`src/rtl/rstctl_pkg.sv`:
```
package rstctl_pkg;

    localparam int REG_W      = 8;
    localparam int NUM_FLAGS  = 3;

    // Field positions inside the register; software depends on them.
    localparam int BIT_ALARM  = 7;
    localparam int BIT_SUPPLY = 6;
    localparam int BIT_WDOG   = 5;
    localparam int BIT_I2C    = 4;
    localparam int BIT_DCO    = 3;
    localparam int BIT_CLK    = 2;
    localparam int BIT_RDIS   = 1;
    localparam int BIT_ROUT   = 0;
    localparam int FLAG_LSB   = BIT_WDOG;
    localparam int FLAG_MSB   = FLAG_LSB + NUM_FLAGS - 1;

    typedef struct packed {
        logic i2c_en;
        logic dco_clamp;
        logic clk_pll;
        logic rst_dis;
        logic rst_out;
    } ctrl_t;

    localparam ctrl_t CTRL_RESET = '{
        i2c_en:    1'b0,
        dco_clamp: 1'b1,
        clk_pll:   1'b0,
        rst_dis:   1'b0,
        rst_out:   1'b0
    };

    function automatic ctrl_t decode_ctrl(input logic [REG_W-1:0] d);
        ctrl_t c;
        c.i2c_en    = d[BIT_I2C];
        c.dco_clamp = d[BIT_DCO];
        c.clk_pll   = d[BIT_CLK];
        c.rst_dis   = d[BIT_RDIS];
        c.rst_out   = d[BIT_ROUT];
        return c;
    endfunction

    function automatic logic [REG_W-1:0] pack_read(input logic [NUM_FLAGS-1:0] f,
                                                   input ctrl_t c);
        logic [REG_W-1:0] r;
        r                    = '0;
        r[FLAG_MSB:FLAG_LSB] = f;
        r[BIT_I2C]           = c.i2c_en;
        r[BIT_DCO]           = c.dco_clamp;
        r[BIT_CLK]           = c.clk_pll;
        r[BIT_RDIS]          = c.rst_dis;
        r[BIT_ROUT]          = 1'b0;   // write-only bit
        return r;
    endfunction

endpackage

```
`src/rtl/rstctl_sync.sv`:
```
module rstctl_sync #(
    parameter int   STAGES    = 2,
    parameter logic RESET_VAL = 1'b1
) (
    input  logic clk,
    input  logic rst,
    input  logic d_i,
    output logic q_o
);
    logic [STAGES-1:0] chain_q;

    always_ff @(posedge clk) begin
        if (rst) chain_q <= {STAGES{RESET_VAL}};
        else     chain_q <= {chain_q[STAGES-2:0], d_i};
    end

    assign q_o = chain_q[STAGES-1];
endmodule

```
`src/rtl/rstctl_irq_flag.sv`:
```
module rstctl_irq_flag (
    input  logic clk,
    input  logic rst,
    input  logic src_i,
    input  logic clr_i,
    output logic flag_o,
    output logic active_o
);
    logic src_q;
    logic flag_q;
    logic armed_q;
    logic rise;
    logic set_now;
    logic pend;

    always_comb begin
        rise    = src_i & ~src_q;
        set_now = rise & armed_q;
        pend    = flag_q | set_now;
    end

    always_ff @(posedge clk) begin
        if (rst) begin
            src_q   <= 1'b0;
            flag_q  <= 1'b0;
            armed_q <= 1'b1;
        end else begin
            src_q <= src_i;
            if (clr_i && pend) begin
                if (src_i) begin
                    flag_q  <= 1'b1;   // clear refused, park blocked
                    armed_q <= 1'b0;
                end else begin
                    flag_q  <= 1'b0;
                    armed_q <= 1'b1;
                end
            end else if (set_now) begin
                flag_q <= 1'b1;
            end
        end
    end

    assign flag_o   = flag_q;
    assign active_o = flag_q & armed_q;

    p_set_on_rise_r4: assert property (@(posedge clk) disable iff (rst)
        (src_i && !src_q && armed_q) |=> flag_q);

    p_clear_ok_r5: assert property (@(posedge clk) disable iff (rst)
        (clr_i && !src_i) |=> !flag_q);

    p_clear_blocked_r6: assert property (@(posedge clk) disable iff (rst)
        (clr_i && src_i && flag_q) |=> (flag_q && !armed_q));

    p_blocked_is_set_r6: assert property (@(posedge clk) disable iff (rst)
        !armed_q |-> flag_q);

    p_stay_blocked_r7: assert property (@(posedge clk) disable iff (rst)
        (!armed_q && !clr_i) |=> !armed_q);
endmodule

```
`src/rtl/rstctl_reset_comb.sv`:
```
module rstctl_reset_comb #(
    parameter int NUM_INT_REQ    = 2,
    parameter int SYNC_STAGES    = 2,
    parameter int RELEASE_STAGES = 2
) (
    input  logic                   clk,
    input  logic                   rst,
    input  logic                   ext_rst_n_i,
    input  logic [NUM_INT_REQ-1:0] int_req_i,
    input  logic                   rst_dis_i,
    input  logic                   rst_out_i,
    output logic                   sys_rst_o
);
    logic                      ext_n_sync;
    logic                      raw_req;
    logic [RELEASE_STAGES-1:0] hold_q;

    rstctl_sync #(
        .STAGES    (SYNC_STAGES),
        .RESET_VAL (1'b1)
    ) u_ext_sync (
        .clk (clk),
        .rst (rst),
        .d_i (ext_rst_n_i),
        .q_o (ext_n_sync)
    );

    always_comb begin
        raw_req = ~ext_n_sync | ((|int_req_i) & ~rst_dis_i) | rst_out_i;
    end

    always_ff @(posedge clk) begin
        if (rst) begin
            hold_q <= '1;
        end else begin
            hold_q[0] <= raw_req;
            for (int i = 1; i < RELEASE_STAGES; i++) begin
                hold_q[i] <= hold_q[i-1];
            end
        end
    end

    assign sys_rst_o = raw_req | (|hold_q);

    p_release_quiet_r11: assert property (@(posedge clk) disable iff (rst)
        $fell(sys_rst_o) |-> !$past(raw_req));

    p_hold_after_req_r11: assert property (@(posedge clk) disable iff (rst)
        raw_req |=> sys_rst_o);
endmodule

```
`src/rtl/rstctl_top.sv`:
```
module rstctl_top
    import rstctl_pkg::*;
#(
    parameter int NUM_INT_REQ    = 2,
    parameter int SYNC_STAGES    = 2,
    parameter int RELEASE_STAGES = 2
) (
    input  logic                   clk,
    input  logic                   rst,
    input  logic                   wr_en_i,
    input  logic [REG_W-1:0]       wdata_i,
    output logic [REG_W-1:0]       rd_data_o,
    input  logic [NUM_FLAGS-1:0]   irq_src_i,
    output logic                   irq_o,
    input  logic                   ext_rst_n_i,
    input  logic [NUM_INT_REQ-1:0] int_rst_req_i,
    output logic                   i2c_en_o,
    output logic                   dco_clamp_o,
    output logic                   clk_sel_pll_o,
    output logic                   rst_line_n_o,
    output logic                   sys_rst_o
);
    ctrl_t                ctrl_q;
    logic [NUM_FLAGS-1:0] flag_w;
    logic [NUM_FLAGS-1:0] active_w;

    always_ff @(posedge clk) begin
        if (rst)          ctrl_q <= CTRL_RESET;
        else if (wr_en_i) ctrl_q <= decode_ctrl(wdata_i);
    end

    for (genvar k = 0; k < NUM_FLAGS; k++) begin : g_flag
        rstctl_irq_flag u_flag (
            .clk      (clk),
            .rst      (rst),
            .src_i    (irq_src_i[k]),
            .clr_i    (wr_en_i & wdata_i[FLAG_LSB + k]),
            .flag_o   (flag_w[k]),
            .active_o (active_w[k])
        );
    end

    rstctl_reset_comb #(
        .NUM_INT_REQ    (NUM_INT_REQ),
        .SYNC_STAGES    (SYNC_STAGES),
        .RELEASE_STAGES (RELEASE_STAGES)
    ) u_comb (
        .clk         (clk),
        .rst         (rst),
        .ext_rst_n_i (ext_rst_n_i),
        .int_req_i   (int_rst_req_i),
        .rst_dis_i   (ctrl_q.rst_dis),
        .rst_out_i   (ctrl_q.rst_out),
        .sys_rst_o   (sys_rst_o)
    );

    assign rd_data_o     = pack_read(flag_w, ctrl_q);
    assign irq_o         = |active_w;
    assign i2c_en_o      = ctrl_q.i2c_en;
    assign dco_clamp_o   = ctrl_q.dco_clamp;
    assign clk_sel_pll_o = ctrl_q.clk_pll;
    assign rst_line_n_o  = ~ctrl_q.rst_out;

    p_ctrl_write_r2: assert property (@(posedge clk) disable iff (rst)
        wr_en_i |=> (rd_data_o[BIT_I2C:BIT_RDIS] == $past(wdata_i[BIT_I2C:BIT_RDIS])));

    p_line_follows_r3: assert property (@(posedge clk) disable iff (rst)
        wr_en_i |=> (rst_line_n_o == !$past(wdata_i[BIT_ROUT])));

    p_irq_needs_flag_r8: assert property (@(posedge clk) disable iff (rst)
        irq_o |-> (rd_data_o[FLAG_MSB:FLAG_LSB] != '0));
endmodule

```
`config.mk`:
```
export PLATFORM = sky130hd
export DESIGN_NAME = rstctl_top
export DESIGN_NICKNAME = d
export VERILOG_FILES = /design/src/rtl/rstctl_pkg.sv /design/src/rtl/rstctl_sync.sv /design/src/rtl/rstctl_irq_flag.sv /design/src/rtl/rstctl_reset_comb.sv /design/src/rtl/rstctl_top.sv
export SDC_FILE = /design/constraint.sdc
export NUM_CORES = 1
export LEC_CHECK = 0
export ABC_AREA = 1
export ABC_CLOCK_PERIOD_IN_PS = 1180
export BUFFER_PORTS_ARGS = -buffer_cell sky130_fd_sc_hd__buf_2
export CORE_MARGIN = 2
export CORE_UTILIZATION = 48
export CTS_CLUSTER_DIAMETER = 80
export DETAILED_ROUTE_END_ITERATION = 10
export GPL_TIMING_DRIVEN = 0
export HOLD_SLACK_MARGIN = 0.06
export PLACE_DENSITY = 0.8
export SLEW_MARGIN = 10
export SYNTH_ARGS = -nofsm -noshare
export SYNTH_HDL_FRONTEND = slang
export SYNTH_SLANG_ARGS = --single-unit
```
`constraint.sdc`:
```
create_clock -name clk -period 1.18 [get_ports clk]
set_input_delay 0.118 -clock clk [delete_from_list [all_inputs] [get_ports clk]]
set_output_delay 0.118 -clock clk [all_outputs]
set_load 0.005 [all_outputs]
```
Word level (Yosys, flattened, before mapping)
Index checks and enable logic that the tools add are counted.
{ "classes": {"n_addsub": 0, "shifts": 0, "n_reduce_logical": 9, "bitwise_logic": 25, "muxes": 12, "n_lt_le_gt_ge": 0, "n_eq_ne": 0, "div": 0, "n_mul": 0} }
{ "ops": {"columns": ["cell", "count"], "rows": [
  ["1-bit bitwise AND", 13],
  ["1-bit two-way mux", 12],
  ["1-bit inverter", 6],
  ["1-bit bitwise OR", 6],
  ["2-bit nonzero test", 3],
  ["2-bit OR reduction", 2],
  ["1-bit logical AND", 3],
  ["3-bit OR reduction", 1]
]} }
{ "word_totals": {"ram_bits": 0, "reg_bits": 18, "input_bits": 17, "romBits": 0, "latch_bits": 0, "mem_count": 0} }

Longest topological paths before layout
{ "logic_depth": {"ltp_word": 6, "mapped_depth": 6} }

By module
A second synthesis with hierarchy kept.
{ "hier_totals": {"hier_cells": 122, "hier_area_um2": 805.8} }
{ "by_module_without_submodules": {"columns": ["module", "cells_each", "seq_area_each_um2", "n_inst", "area_each_um2"], "rows": [
  ["rstctl_irq_flag", 19, 60.1, 3, 125.1],
  ["rstctl_top", 47, 100.1, 1, 285.3],
  ["rstctl_reset_comb", 11, 40.0, 1, 86.3],
  ["rstctl_sync", 7, 40.0, 1, 58.8]
]} }

Least setup slack after synthesis
No wires, ideal clock.
{ "synth_path": {"kind": "register to register", "start": "reg g_flag[0].u_flag.armed_q", "end": "reg g_flag[0].u_flag.armed_q", "path_buffers": 0, "setup_time_ns": 0.120, "arrival_time_ns": 0.615, "required_time_ns": 1.060, "stages_incl_launch_ff": 6, "period_less_slack_ns": 0.735, "setup_slack_ns": 0.445, "cell_sequence": "dfxtp_1 nand3_1 nand2_1 nand2_1 nand2_1 nand3_1"} }
{ "synth_between": {"elab_chain_len": 3} }
{ "synth_rtl": {"columns": ["element", "line", "rtl"], "rows": [
  ["start, declared", "rstctl_irq_flag.sv:11", "logic armed_q;"],
  ["start signal, assigned", "rstctl_irq_flag.sv:26", "armed_q <= 1'b1;"],
  ["start signal, assigned", "rstctl_irq_flag.sv:32", "armed_q <= 1'b0;"],
  ["start signal, assigned", "rstctl_irq_flag.sv:35", "armed_q <= 1'b1;"],
  ["1-bit bitwise AND", "rstctl_irq_flag.sv:18", "set_now = rise & armed_q;"],
  ["1-bit bitwise OR", "rstctl_irq_flag.sv:19", "pend = flag_q | set_now;"],
  ["1-bit logical AND", "rstctl_irq_flag.sv:29", "if (clr_i && pend) begin"]
]} }
No other way between the ends.
A chain may end at the register's enable or synchronous reset.

Final worst setup path
{ "layout_path": {"start": "reg ctrl_q, in the netlist rd_data_o[1]", "end": "out rd_data_o[1]"} }
{ "layout_rtl": {"columns": ["element", "line", "rtl"], "rows": [
  ["start, declared", "rstctl_top.sv:23", "ctrl_t ctrl_q;"],
  ["start signal, assigned", "rstctl_top.sv:29", "else if (wr_en_i) ctrl_q <= decode_ctrl(wdata_i);"],
  ["end, declared", "rstctl_top.sv:12", "output logic [REG_W-1:0] rd_data_o,"]
]} }
No word-level cell between the ends.

==> results.txt <==
The flow ran to the end, and the final reports show no timing, DRC or antenna violations. Sequential elements use 48.3% of the synthesized area. The pre-antenna-repair detailed-routing pass consisted of 4 iterations. Global routing consumed, on the met2 layer, 37.0% of the routing resources. The post-synthesis register bit count is 18. The global-route congestion overflow total came out at 0. The number of max-slew violations in the final report came out at 0. The number of max-cap violations came out at 0. Ranked by instance count, the synthesized netlist is headed by sky130_fd_sc_hd__nand2_1 (19), sky130_fd_sc_hd__dfxtp_1 (18), sky130_fd_sc_hd__inv_1 (18), sky130_fd_sc_hd__nor2_1 (12), sky130_fd_sc_hd__nand3_1 (11). Detailed placement ended at an HPWL of 1.12 mm. The global-route met1 utilization is 19.0%. The synthesis-to-finish area growth is 35.7%. Across the VDD grid, the largest voltage drop is 0.000706 V.

The starting density of the core came out at 50.1%. The number of rows created at floorplan is 14. By instance count, the cell type seen most on the critical path is sky130_fd_sc_hd__buf_4. The highest clock rate is 0.902 GHz. In this run the count of I/O pins placed on the die edge is 31.

The core occupancy in the finished layout came out at 68.0%. Cells with a size suffix above 1 make up 35.3% of the layout. The critical path launch point is rd_data_o[1]. The remaining antenna violation count is 0. The number of filler instances in the final layout is 132. The CTS tree is yes. After routing, the total negative slack on setup checks comes to 0 ns.

The static power due to leakage is 0.569 nW. The number of setup violations in the final report is 0. The start of the worst register-to-register path is g_flag[0].u_flag.armed_q. Buffers placed on the I/O ports in this run total 29. The switching part of the total came out at 24.3%. The number of antenna violations at the first check in global routing came out at 0. The via count of the first global-routing pass is 717. The total via count after detailed routing came out at 723. Yosys instantiated no cell more often than sky130_fd_sc_hd__nand2_1. The share of total power in sequential cells came out at 53.4%. Setup repair after global routing left no endpoint under its margin. The initial detailed-routing violation count came out at 9.

Wires add up to 1.50 mm. The cell internal power dissipation is 952 uW. The width of the die came out at 43.4 um. The clock network fraction of total power is 29.7%. The minimum clock period came out at 1.11 ns.

By area the synthesized netlist is led by sky130_fd_sc_hd__dfxtp_1 (48%), sky130_fd_sc_hd__nand2_1 (9.6%), sky130_fd_sc_hd__inv_1 (9.1%). STA classifies the critical path startpoint as a flip-flop. The wire length of the first global-routing pass is 2.71 mm. The floorplan die area is 1880 um^2. The net switching power is 305 uW. The clock passes through at most 2 buffers.

The worst setup skew after layout is 0.000276 ns. The yosys synthesis warning count came out at 0. The worst register-to-register path ends at g_flag[0].u_flag.armed_q. In the global route stage, met3 resource usage came out at 6.25%. The path depth of the worst reg2reg path is 5.

The overall fraction of global-route tracks in use came out at 19.3%. The slack of the worst reg-to-reg path came out at 0.36 ns. The data arrival time of the worst path is 0.99 ns.

The path class of the tightest hold or removal check is input pin to flip-flop. The count of antenna diodes in the layout is 0. The combinational fraction of design power came out at 17.0%.

The slowest cell on the critical path is sky130_fd_sc_hd__dfxtp_2. Each instance of the synthesized netlist takes up on average 7.46 um^2. The primary flip-flop cell chosen by synthesis mapping is sky130_fd_sc_hd__dfxtp_1.

In this run the number of H-tree levels came out at 1. The number of buffers inserted during clock tree synthesis is 3. The clock transition at the registers of the reported paths came out at 0.10 ns. STA puts the critical path data required time at 1.06 ns.

The signal on the critical path passes through buf_4 > buf_4 > buf_2. The share of the clock period used by the worst path after layout is 94.0%. Clock latency on the worst-skew pair, taken at its later pin, is 0.28 ns. The mean routed wirelength per cell came out at 9.68 um.

The most critical setup path has its endpoint at rd_data_o[1]. The number of DRC violations after detailed routing came out at 0. The kind of end point of the critical path is an output port. When the netlist entered floorplanning its net count stood at 117. The final net count is 157. Counting distinct cell types in the post-synthesis netlist gives 12.

The via-per-instance ratio is 4.66. The setup slack at placement is 0.325 ns. The summed instance area of the synthesized netlist came out at 746 um^2.

The layer flagged by global routing as most heavily used is met2. Clock tree synthesis selected as its root buffer the cell sky130_fd_sc_hd__clkbuf_4. The number of instances in the synthesized netlist came out at 100. The number of enable flip-flop cells after synthesis is 0.

The number of sinks handled by clock tree synthesis came out at 18. The area of the placeable core is 1490 um^2. The height of the die came out at 43.4 um. After synthesis, the share of flip-flops with an asynchronous set or reset is 0%.

The biggest area contributor in the post-synthesis netlist is sky130_fd_sc_hd__dfxtp_1. The share of the synthesized area in the top cell type is 48.3%. For this run, the slowest stage of the critical path takes 0.35 ns. Entering global routing, the biggest net connects 11 pins.

The minimum setup slack in the final design came out at 0.0709 ns. The worst setup path is of the flip-flop to output port kind. The power density over the cells is 1240 nW/um^2. The total count of hold-check failures in the final report was 0. Along the worst path, the maximum fanout reaches 2. Routability-driven placement finished with a final weighted congestion of 0.732.
kinds of logic after synthesis:
| group | after synthesis | synth area share (%) |
|---|---|---|
| flops | 18 | 48.3 |
| other cells | 1 | 0.503 |
| buf+inv | 27 | 18.6 |
| compound gates | 9 | 7.05 |
| simple gates | 45 | 25.5 |
worst min path at each step:
stage                                               to  cells after the start          from
after CTS                       g_flag[0].u_flag.src_q                      3  irq_src_i[0]
after global placement    u_comb.u_ext_sync.chain_q[0]                      2   ext_rst_n_i
final                           g_flag[0].u_flag.src_q                      3  irq_src_i[0]
after floorplan                 g_flag[0].u_flag.src_q                      1           rst
after global routing                      rd_data_o[1]                      3    wdata_i[1]
after detailed placement  u_comb.u_ext_sync.chain_q[0]                      2   ext_rst_n_i
metrics by stage:
step                power [mW]  hold WS [ns]  cell area (um^2)  instances
CTS                       1.27        0.0676              1010        155
detailed placement       0.878         0.308               911        145
global placement         0.870         0.301               911        145
finish                    1.26        0.0731              1010        155
global route              1.34        0.0679              1010        155
floorplan                0.794         0.190               746        100
area by class of cell:
| class | count | area, um^2 | area share, % |
|---|---|---|---|
| clock buffers | 4 | 36.3 | 3.58 |
| flip-flops and latches | 18 | 362 | 35.7 |
| repair buffers | 35 | 203 | 20.0 |
| well taps | 16 | 20.0 | 1.98 |
| inverters | 18 | 67.6 | 6.67 |
| plain buffers | 9 | 71.3 | 7.05 |
| multi-input cells | 55 | 253 | 25.0 |
routing by layer:
layer,up-vias,part of all wire (%)
met5,-,0
met4,0,0.87
li1,373,-
met1,327,43
met2,21,51
met3,2,4.9
power groups by stage:
stage | Clock, mW | Combinational, mW | Sequential (mW)
2_1_floorplan | 0 | 0.115 | 0.679
3_3_place_gp | 0 | 0.189 | 0.681
3_5_place_dp | 0 | 0.195 | 0.683
4_1_cts | 0.385 | 0.212 | 0.669
5_1_grt | 0.420 | 0.242 | 0.678
6_report | 0.373 | 0.213 | 0.671
worst max-delay path: cells and delay by family (launching register included):
family	cells	cell delay (ns)
buf+inv	3	0.36
flops	1	0.35
timing repair:
action	in CTS	in global routing
setup endpoints to repair	1	1
resized for setup	1	3
pin swaps	1	2
setup buffers	1	0
endpoints found under the hold margin	6	0
hold buffers	5	0
sequential cells by signal (all words and copies together), names as in the netlist:
name,cells
i2c_en_o,1
g_flag.u_flag.flag_o,3
g_flag.u_flag.src_q,3
u_comb.u_ext_sync.chain_q,2
ctrl_q,1
g_flag.u_flag.armed_q,3
dco_clamp_o,1
clk_sel_pll_o,1
u_comb.hold_q,2
rd_data_o,1
cells in the final DEF, fill, tap and decap left out:
| cell type | count |
|---|---|
| sky130_fd_sc_hd__a21oi_1 | 1 |
| sky130_fd_sc_hd__buf_2 | 29 |
| sky130_fd_sc_hd__buf_4 | 9 |
| sky130_fd_sc_hd__buf_6 | 1 |
| sky130_fd_sc_hd__clkbuf_4 | 3 |
| sky130_fd_sc_hd__clkbuf_8 | 1 |
| sky130_fd_sc_hd__conb_1 | 1 |
| sky130_fd_sc_hd__dfxtp_1 | 17 |
| sky130_fd_sc_hd__dfxtp_2 | 1 |
| sky130_fd_sc_hd__dlygate4sd3_1 | 5 |
| sky130_fd_sc_hd__inv_1 | 18 |
| sky130_fd_sc_hd__nand2_1 | 19 |
| sky130_fd_sc_hd__nand3_1 | 11 |
| sky130_fd_sc_hd__nor2_1 | 11 |
| sky130_fd_sc_hd__nor2_2 | 1 |
| sky130_fd_sc_hd__o211ai_1 | 3 |
| sky130_fd_sc_hd__o21ai_0 | 4 |
| sky130_fd_sc_hd__o21ai_2 | 1 |
| sky130_fd_sc_hd__or2_2 | 3 |
No activity file was read; power rests on OpenSTA's default activity.
